[config.mk]
export PLATFORM = sky130hd
export DESIGN_NAME = secmem_size_filter
export DESIGN_NICKNAME = d
export VERILOG_FILES = /design/src/rtl/secmem_pkg.sv /design/src/rtl/secmem_region_bank.sv /design/src/rtl/secmem_judge.sv /design/src/rtl/secmem_access_fsm.sv /design/src/rtl/secmem_size_filter.sv
export SDC_FILE = /design/constraint.sdc
export NUM_CORES = 1
export LEC_CHECK = 0
export BUFFER_PORTS_ARGS = -buffer_cell sky130_fd_sc_hd__buf_2
export CAP_MARGIN = 20
export CORE_UTILIZATION = 41
export CTS_BUF_LIST = sky130_fd_sc_hd__clkbuf_16
export DETAILED_ROUTE_END_ITERATION = 8
export PLACE_DENSITY = 0.88
export REMOVE_ABC_BUFFERS = 1
export SLEW_MARGIN = 40
export SYNTH_ARGS = -nofsm -noshare
export SYNTH_HDL_FRONTEND = slang
export SYNTH_SLANG_ARGS = --single-unit
[constraint.sdc]
create_clock -name clk -period 3.2 [get_ports clk]
set_input_delay 0.32 -clock clk [delete_from_list [all_inputs] [get_ports clk]]
set_output_delay 0.32 -clock clk [all_outputs]
set_load 0.005 [all_outputs]
[src/rtl/secmem_pkg.sv]
package secmem_pkg;
    // Access-path states
    typedef enum logic [1:0] {
        ST_IDLE    = 2'd0,
        ST_RD_PASS = 2'd1,
        ST_BLOCK   = 2'd2
    } acc_state_e;

    localparam int REG_AW    = 10;
    localparam int LOCK_BIT  = 31;
    localparam logic [7:0] CFG_WORD = 8'hFC; // byte offset 0x3F0
endpackage

[src/rtl/secmem_region_bank.sv]
module secmem_region_bank #(
    parameter int NUM_REGIONS = 2,
    parameter int SIZE_W      = 10
) (
    input  logic                          clk,
    input  logic                          rst_n,
    input  logic                          wr_en,
    input  logic [7:0]                    wr_word,
    input  logic [31:0]                   wr_data,
    output logic [NUM_REGIONS*SIZE_W-1:0] size_flat,
    output logic [NUM_REGIONS-1:0]        lock_vec
);
    import secmem_pkg::*;

    for (genvar i = 0; i < NUM_REGIONS; i++) begin : g_reg
        logic              hit;
        logic [SIZE_W-1:0] size_q;
        logic              lock_q;

        assign hit = wr_en && (wr_word == 8'(i));

        always_ff @(posedge clk or negedge rst_n) begin
            if (!rst_n) begin
                size_q <= '0;
                lock_q <= 1'b0;
            end else if (hit) begin
                if (!lock_q) size_q <= wr_data[SIZE_W-1:0];
                lock_q <= lock_q | wr_data[LOCK_BIT];
            end
        end

        assign size_flat[i*SIZE_W +: SIZE_W] = size_q;
        assign lock_vec[i] = lock_q;

        a_r4_lock_sticky: assert property (@(posedge clk) disable iff (!rst_n)
            lock_q |=> lock_q);
        a_r5_locked_size_hold: assert property (@(posedge clk) disable iff (!rst_n)
            lock_q |=> $stable(size_q));
    end
endmodule

[src/rtl/secmem_judge.sv]
module secmem_judge #(
    parameter int NUM_REGIONS = 2,
    parameter int SIZE_W      = 10,
    parameter int PAGE_SHIFT  = 12,
    parameter int OFFSET_W    = 22,
    parameter int RIDX_W      = 1
) (
    input  logic [NUM_REGIONS*SIZE_W-1:0] size_flat,
    input  logic [RIDX_W-1:0]             region,
    input  logic [OFFSET_W-1:0]           offset,
    input  logic                          nonsec,
    output logic                          allow
);
    localparam int PG_W = OFFSET_W - PAGE_SHIFT;

    logic [SIZE_W-1:0] sel_size;
    logic [PG_W-1:0]   page;
    logic              in_secure;

    always_comb begin
        sel_size = '0;
        for (int i = 0; i < NUM_REGIONS; i++) begin
            if (region == RIDX_W'(i)) sel_size = size_flat[i*SIZE_W +: SIZE_W];
        end
    end

    assign page      = offset[OFFSET_W-1:PAGE_SHIFT];
    assign in_secure = 32'(page) < 32'(sel_size);
    assign allow     = !nonsec || !in_secure;
endmodule

[src/rtl/secmem_access_fsm.sv]
module secmem_access_fsm (
    input  logic        clk,
    input  logic        rst_n,
    input  logic        req,
    input  logic        write,
    input  logic        allow,
    input  logic [31:0] mem_rdata,
    output logic [31:0] rdata,
    output logic        err
);
    import secmem_pkg::*;

    acc_state_e state_q, state_d;

    always_comb begin
        state_d = ST_IDLE;
        if (req) begin
            if (!allow)     state_d = ST_BLOCK;
            else if (!write) state_d = ST_RD_PASS;
        end
    end

    always_ff @(posedge clk or negedge rst_n) begin
        if (!rst_n) state_q <= ST_IDLE;
        else        state_q <= state_d;
    end

    always_comb begin
        rdata = '0;
        err   = 1'b0;
        unique case (state_q)
            ST_IDLE:    ;
            ST_RD_PASS: rdata = mem_rdata;
            ST_BLOCK:   err   = 1'b1;
            default:    ;
        endcase
    end
endmodule

[src/rtl/secmem_size_filter.sv]
module secmem_size_filter #(
    parameter int NUM_REGIONS = 2,
    parameter int SIZE_W      = 10,
    parameter int PAGE_SHIFT  = 12,
    parameter int OFFSET_W    = PAGE_SHIFT + SIZE_W,
    parameter int RIDX_W      = (NUM_REGIONS > 1) ? $clog2(NUM_REGIONS) : 1
) (
    input  logic                clk,
    input  logic                rst_n,
    input  logic                reg_wr,
    input  logic [9:0]          reg_addr,
    input  logic [31:0]         reg_wdata,
    output logic [31:0]         reg_rdata,
    input  logic                acc_valid,
    input  logic [RIDX_W-1:0]   acc_region,
    input  logic [OFFSET_W-1:0] acc_offset,
    input  logic                acc_nonsec,
    input  logic                acc_write,
    output logic                mem_en,
    output logic                mem_we,
    input  logic [31:0]         mem_rdata,
    output logic [31:0]         acc_rdata,
    output logic                acc_err
);
    import secmem_pkg::*;

    logic [NUM_REGIONS*SIZE_W-1:0] size_flat;
    logic [NUM_REGIONS-1:0]        lock_vec;
    logic [7:0]                    word;
    logic                          allow;

    assign word = reg_addr[REG_AW-1:2];

    secmem_region_bank #(.NUM_REGIONS(NUM_REGIONS), .SIZE_W(SIZE_W)) u_bank (
        .clk      (clk),
        .rst_n    (rst_n),
        .wr_en    (reg_wr),
        .wr_word  (word),
        .wr_data  (reg_wdata),
        .size_flat(size_flat),
        .lock_vec (lock_vec)
    );

    always_comb begin
        reg_rdata = '0;
        if (word == CFG_WORD) begin
            reg_rdata[7:0] = 8'(NUM_REGIONS);
        end else begin
            for (int i = 0; i < NUM_REGIONS; i++) begin
                if (word == 8'(i)) begin
                    reg_rdata[SIZE_W-1:0] = size_flat[i*SIZE_W +: SIZE_W];
                    reg_rdata[LOCK_BIT]   = lock_vec[i];
                end
            end
        end
    end

    secmem_judge #(
        .NUM_REGIONS(NUM_REGIONS), .SIZE_W(SIZE_W), .PAGE_SHIFT(PAGE_SHIFT),
        .OFFSET_W(OFFSET_W), .RIDX_W(RIDX_W)
    ) u_judge (
        .size_flat(size_flat),
        .region   (acc_region),
        .offset   (acc_offset),
        .nonsec   (acc_nonsec),
        .allow    (allow)
    );

    assign mem_en = acc_valid && allow;
    assign mem_we = mem_en && acc_write;

    secmem_access_fsm u_fsm (
        .clk      (clk),
        .rst_n    (rst_n),
        .req      (acc_valid),
        .write    (acc_write),
        .allow    (allow),
        .mem_rdata(mem_rdata),
        .rdata    (acc_rdata),
        .err      (acc_err)
    );

    a_r8_secure_grant: assert property (@(posedge clk) disable iff (!rst_n)
        (acc_valid && !acc_nonsec) |-> mem_en);
    a_r6_err_after_denied: assert property (@(posedge clk) disable iff (!rst_n)
        acc_err |-> ($past(acc_valid) && !$past(mem_en)));
    a_r6_err_no_data: assert property (@(posedge clk) disable iff (!rst_n)
        acc_err |-> (acc_rdata == 32'd0));
    a_r7_we_needs_en: assert property (@(posedge clk) disable iff (!rst_n)
        mem_we |-> mem_en);
    a_r9_data_after_read: assert property (@(posedge clk) disable iff (!rst_n)
        (acc_rdata != 32'd0) |-> ($past(mem_en) && !$past(acc_write)));
endmodule

==> results by group <==
STA
  • Endpoints failing setup: 0
  • Achievable clock frequency: 0.398 GHz
  • RSZ-0062 raised after global routing: false
  • Setup TNS: 0 ns
  • Final hold vios: 0
  • Rel. slew slack: 0.649
  • Slew Limit Fails: 0
  • Clk_skew: 0.00381 ns
  • Worst slew pin tran: roughly 0.53 ns
  • Final period util: 0.784
  • Fin crit period: ~2.5 ns

GRT
  • GRT Residual Overflow: 0
  • GRT Total Usage: 0.191
  • Largest net degree at the start of global routing: 33
  • Initial antenna violation count: 0
  • First-pass GRT wire length: 7120 µm
  • Vias in the first global route: about 1500

Logic synthesis
  • Count leader, synth: and2_1
  • Top FF cell, synth: dfrtp_1
  • Sequential area share after synthesis: 0.323
  • Post-synth design cell area: approximately 1900 µm²
  • Area leader, netlist: dfrtp_1
  • #FFs+latches synth: 24
  • Asr flop ratio synth: 1.00
  • Yosys warns: 0
  • Unique masters post-synth: 31
  • Cells after Synth: 168
  • Commonest cells in the netlist: and2_1 (33), dfrtp_1 (24), buf_4 (21), mux2_4 (20)
  • Synth top area share: 0.323
  • Avg Synthesized Cell Area: 11.1 µm²
  • Post-synth EDFFs: 0
  • Top cells by area, synth: dfrtp_1 (32%), mux2_4 (16%), and2_1 (11%)

Worst hold path
  • Hold crit path type: input pin to asynchronous set/reset pin

Floorplanning
  • Total core area: 4350 µm²
  • Io pins: 170
  • Die W: approximately 69 µm
  • Die Area: 4810 µm²
  • Die H: 69.4 µm
  • Starting Density: 0.427
  • Std cell rows: 24

Clocking
  • Clk Latency, worst-skew pair: approximately 0.26 ns
  • Hold buffers post-CTS: 0
  • Root Buffer: clkbuf_16
  • CTS Buf Count: 3
  • Clock sink count: 24
  • Resize count post-CTS: 0
  • Post-CTS setup buffer count: 0
  • Htree depth: 1
  • Clock-pin transition on the worst setup and hold timing paths: 0.06 ns
  • CTS tree: built
  • Clock Path Buffers: 2

Setup path
  • Worst-path fanout max: 10
  • Worst Setup End Kind: output port
  • Critical Path RT: ~2.9 ns
  • Critical setup path kind: input pin to output port
  • Worst Path Arrival: 2.19 ns
  • CP Launch Type: input pin

Route
  • Wire per inst: 13.5 µm
  • Antenna Nets Post-Route: 0
  • DR iter-0 viols: 26
  • # DRC: 0
  • Via/cell ratio: 4.90
  • Vias: 1628
  • Total wire length: 4500 µm
  • DR pass1 iterations: 4

Finish
  • Ant. Diodes: 0
  • Fraction of layout cells with a size suffix above 1: 0.525
  • Non-Filler Instances: 332
  • Fin nets: 394
  • Area grow syn2layout: 33.0%

Outcome
  • Status: complete, no violations

Placement
  • Input/output buffers: 113
  • Placed Instances: between 300 and 400
  • Post-DP HPWL: 3720 µm
  • Routability Congestion: 0.751

Pwr
  • Power after layout: 752 µW
  • Total leakage power: 1.47 nW
  • Peak VDD IR: 171 µV
  • Pwr per Cell Area: around 300 nW/µm²

Job
  • Max_cap viols: 0
layout make-up:
type,instances,area (µm²)
clock buffers,3,75.1
multi-input cells,135,1130
fillers,384,1880
repair buffers,118,603
well taps,52,65.1
flip-flops and latches,24,601
cells by family after synthesis:
kind of cell / after synthesis / synth area share
adders and majority gates: 9 / 0.0605
and+or+nand+nor: 54 / 0.200
muxes: 30 / 0.215
buffers and inverters: 29 / 0.110
AOI/OAI and AO/OA: 21 / 0.0894
DFF: 24 / 0.323
other: 1 / 0.00202
layer usage:
metal  vias to the layer above  wire length [µm]  global-route usage  share of wire
met5                         -                 0                   0              0
met4                         0                75              0.0612          0.017
met3                         7               310              0.0363          0.069
met2                        76              2420               0.371           0.54
met1                       764              1690               0.204           0.38
li1                        781                 -                   -              -
worst max-delay path: stages:
cell	delay [ns]
buf_2	0.28
mux2i_1	0.26
ha_1	0.27
and4_1	0.19
o311a_1	0.11
a221oi_1	0.51
nor2b_1	0.09
buf_2	0.14
sequential cells by signal (all words and copies together), names as in the netlist:
register / count
u_bank.g.size_q: 20
u_fsm.state_q: 2
u_bank.g.lock_q: 2
where the power goes:
part           switching (mW)  total, mW  internal [mW]  leakage [nW]
Clock                   0.104      0.270          0.165        0.0370
Sequential             0.0121      0.330          0.318         0.330
Combinational          0.0670      0.152         0.0853          1.10
per-stage QoR:
stage	utilization	hold WS [ns]	setup WS, ns	area (µm²)
2_1_floorplan	-	0.0244	0.759	1730
3_3_place_gp	0.551	0.318	0.679	2400
3_5_place_dp	0.551	0.330	0.639	2400
4_1_cts	0.568	0.0547	0.646	2470
5_1_grt	0.568	0.0799	0.485	2470
6_report	0.568	0.0337	0.690	2470
path summary, 6_finish.rpt:
check | startpoint | to | cells after the start | slack, ns
worst min-delay path | rst_n | u_bank.g_reg[0].lock_q$_DFFE_PN0P_ | 1 | 0.03
max in group asynchronous | rst_n | u_fsm.state_q[0]$_DFF_PN0_ | 1 | 2.81
worst max register to register | u_bank.g_reg[0].size_q[5]$_DFFE_PN0P_ | u_fsm.state_q[1]$_DFF_PN0_ | 6 | 1.27
min in group clk | acc_write | u_fsm.state_q[0]$_DFF_PN0_ | 2 | 0.23
worst max-delay path | acc_region | mem_en | 8 | 0.69
worst min register to register | u_bank.g_reg[1].lock_q$_DFFE_PN0P_ | u_bank.g_reg[1].lock_q$_DFFE_PN0P_ | 1 | 0.50
layout by cell type (no fill, tap or decap), drive strengths merged, types with 2 or more instances in the layout:
cell type,Yosys,final
a21oi,2,2
a22o,10,10
a31o,2,2
and2,33,33
and4,2,2
buf,25,118
clkbuf,4,3
conb,1,21
dfrtp,24,24
ha,9,9
mux2,20,20
mux2i,10,10
nand2,3,3
nand3b,2,2
nor2,2,2
nor2b,4,4
nor4,2,2
o21ai,3,3
Note: power is estimated with default switching activity, not from simulation.
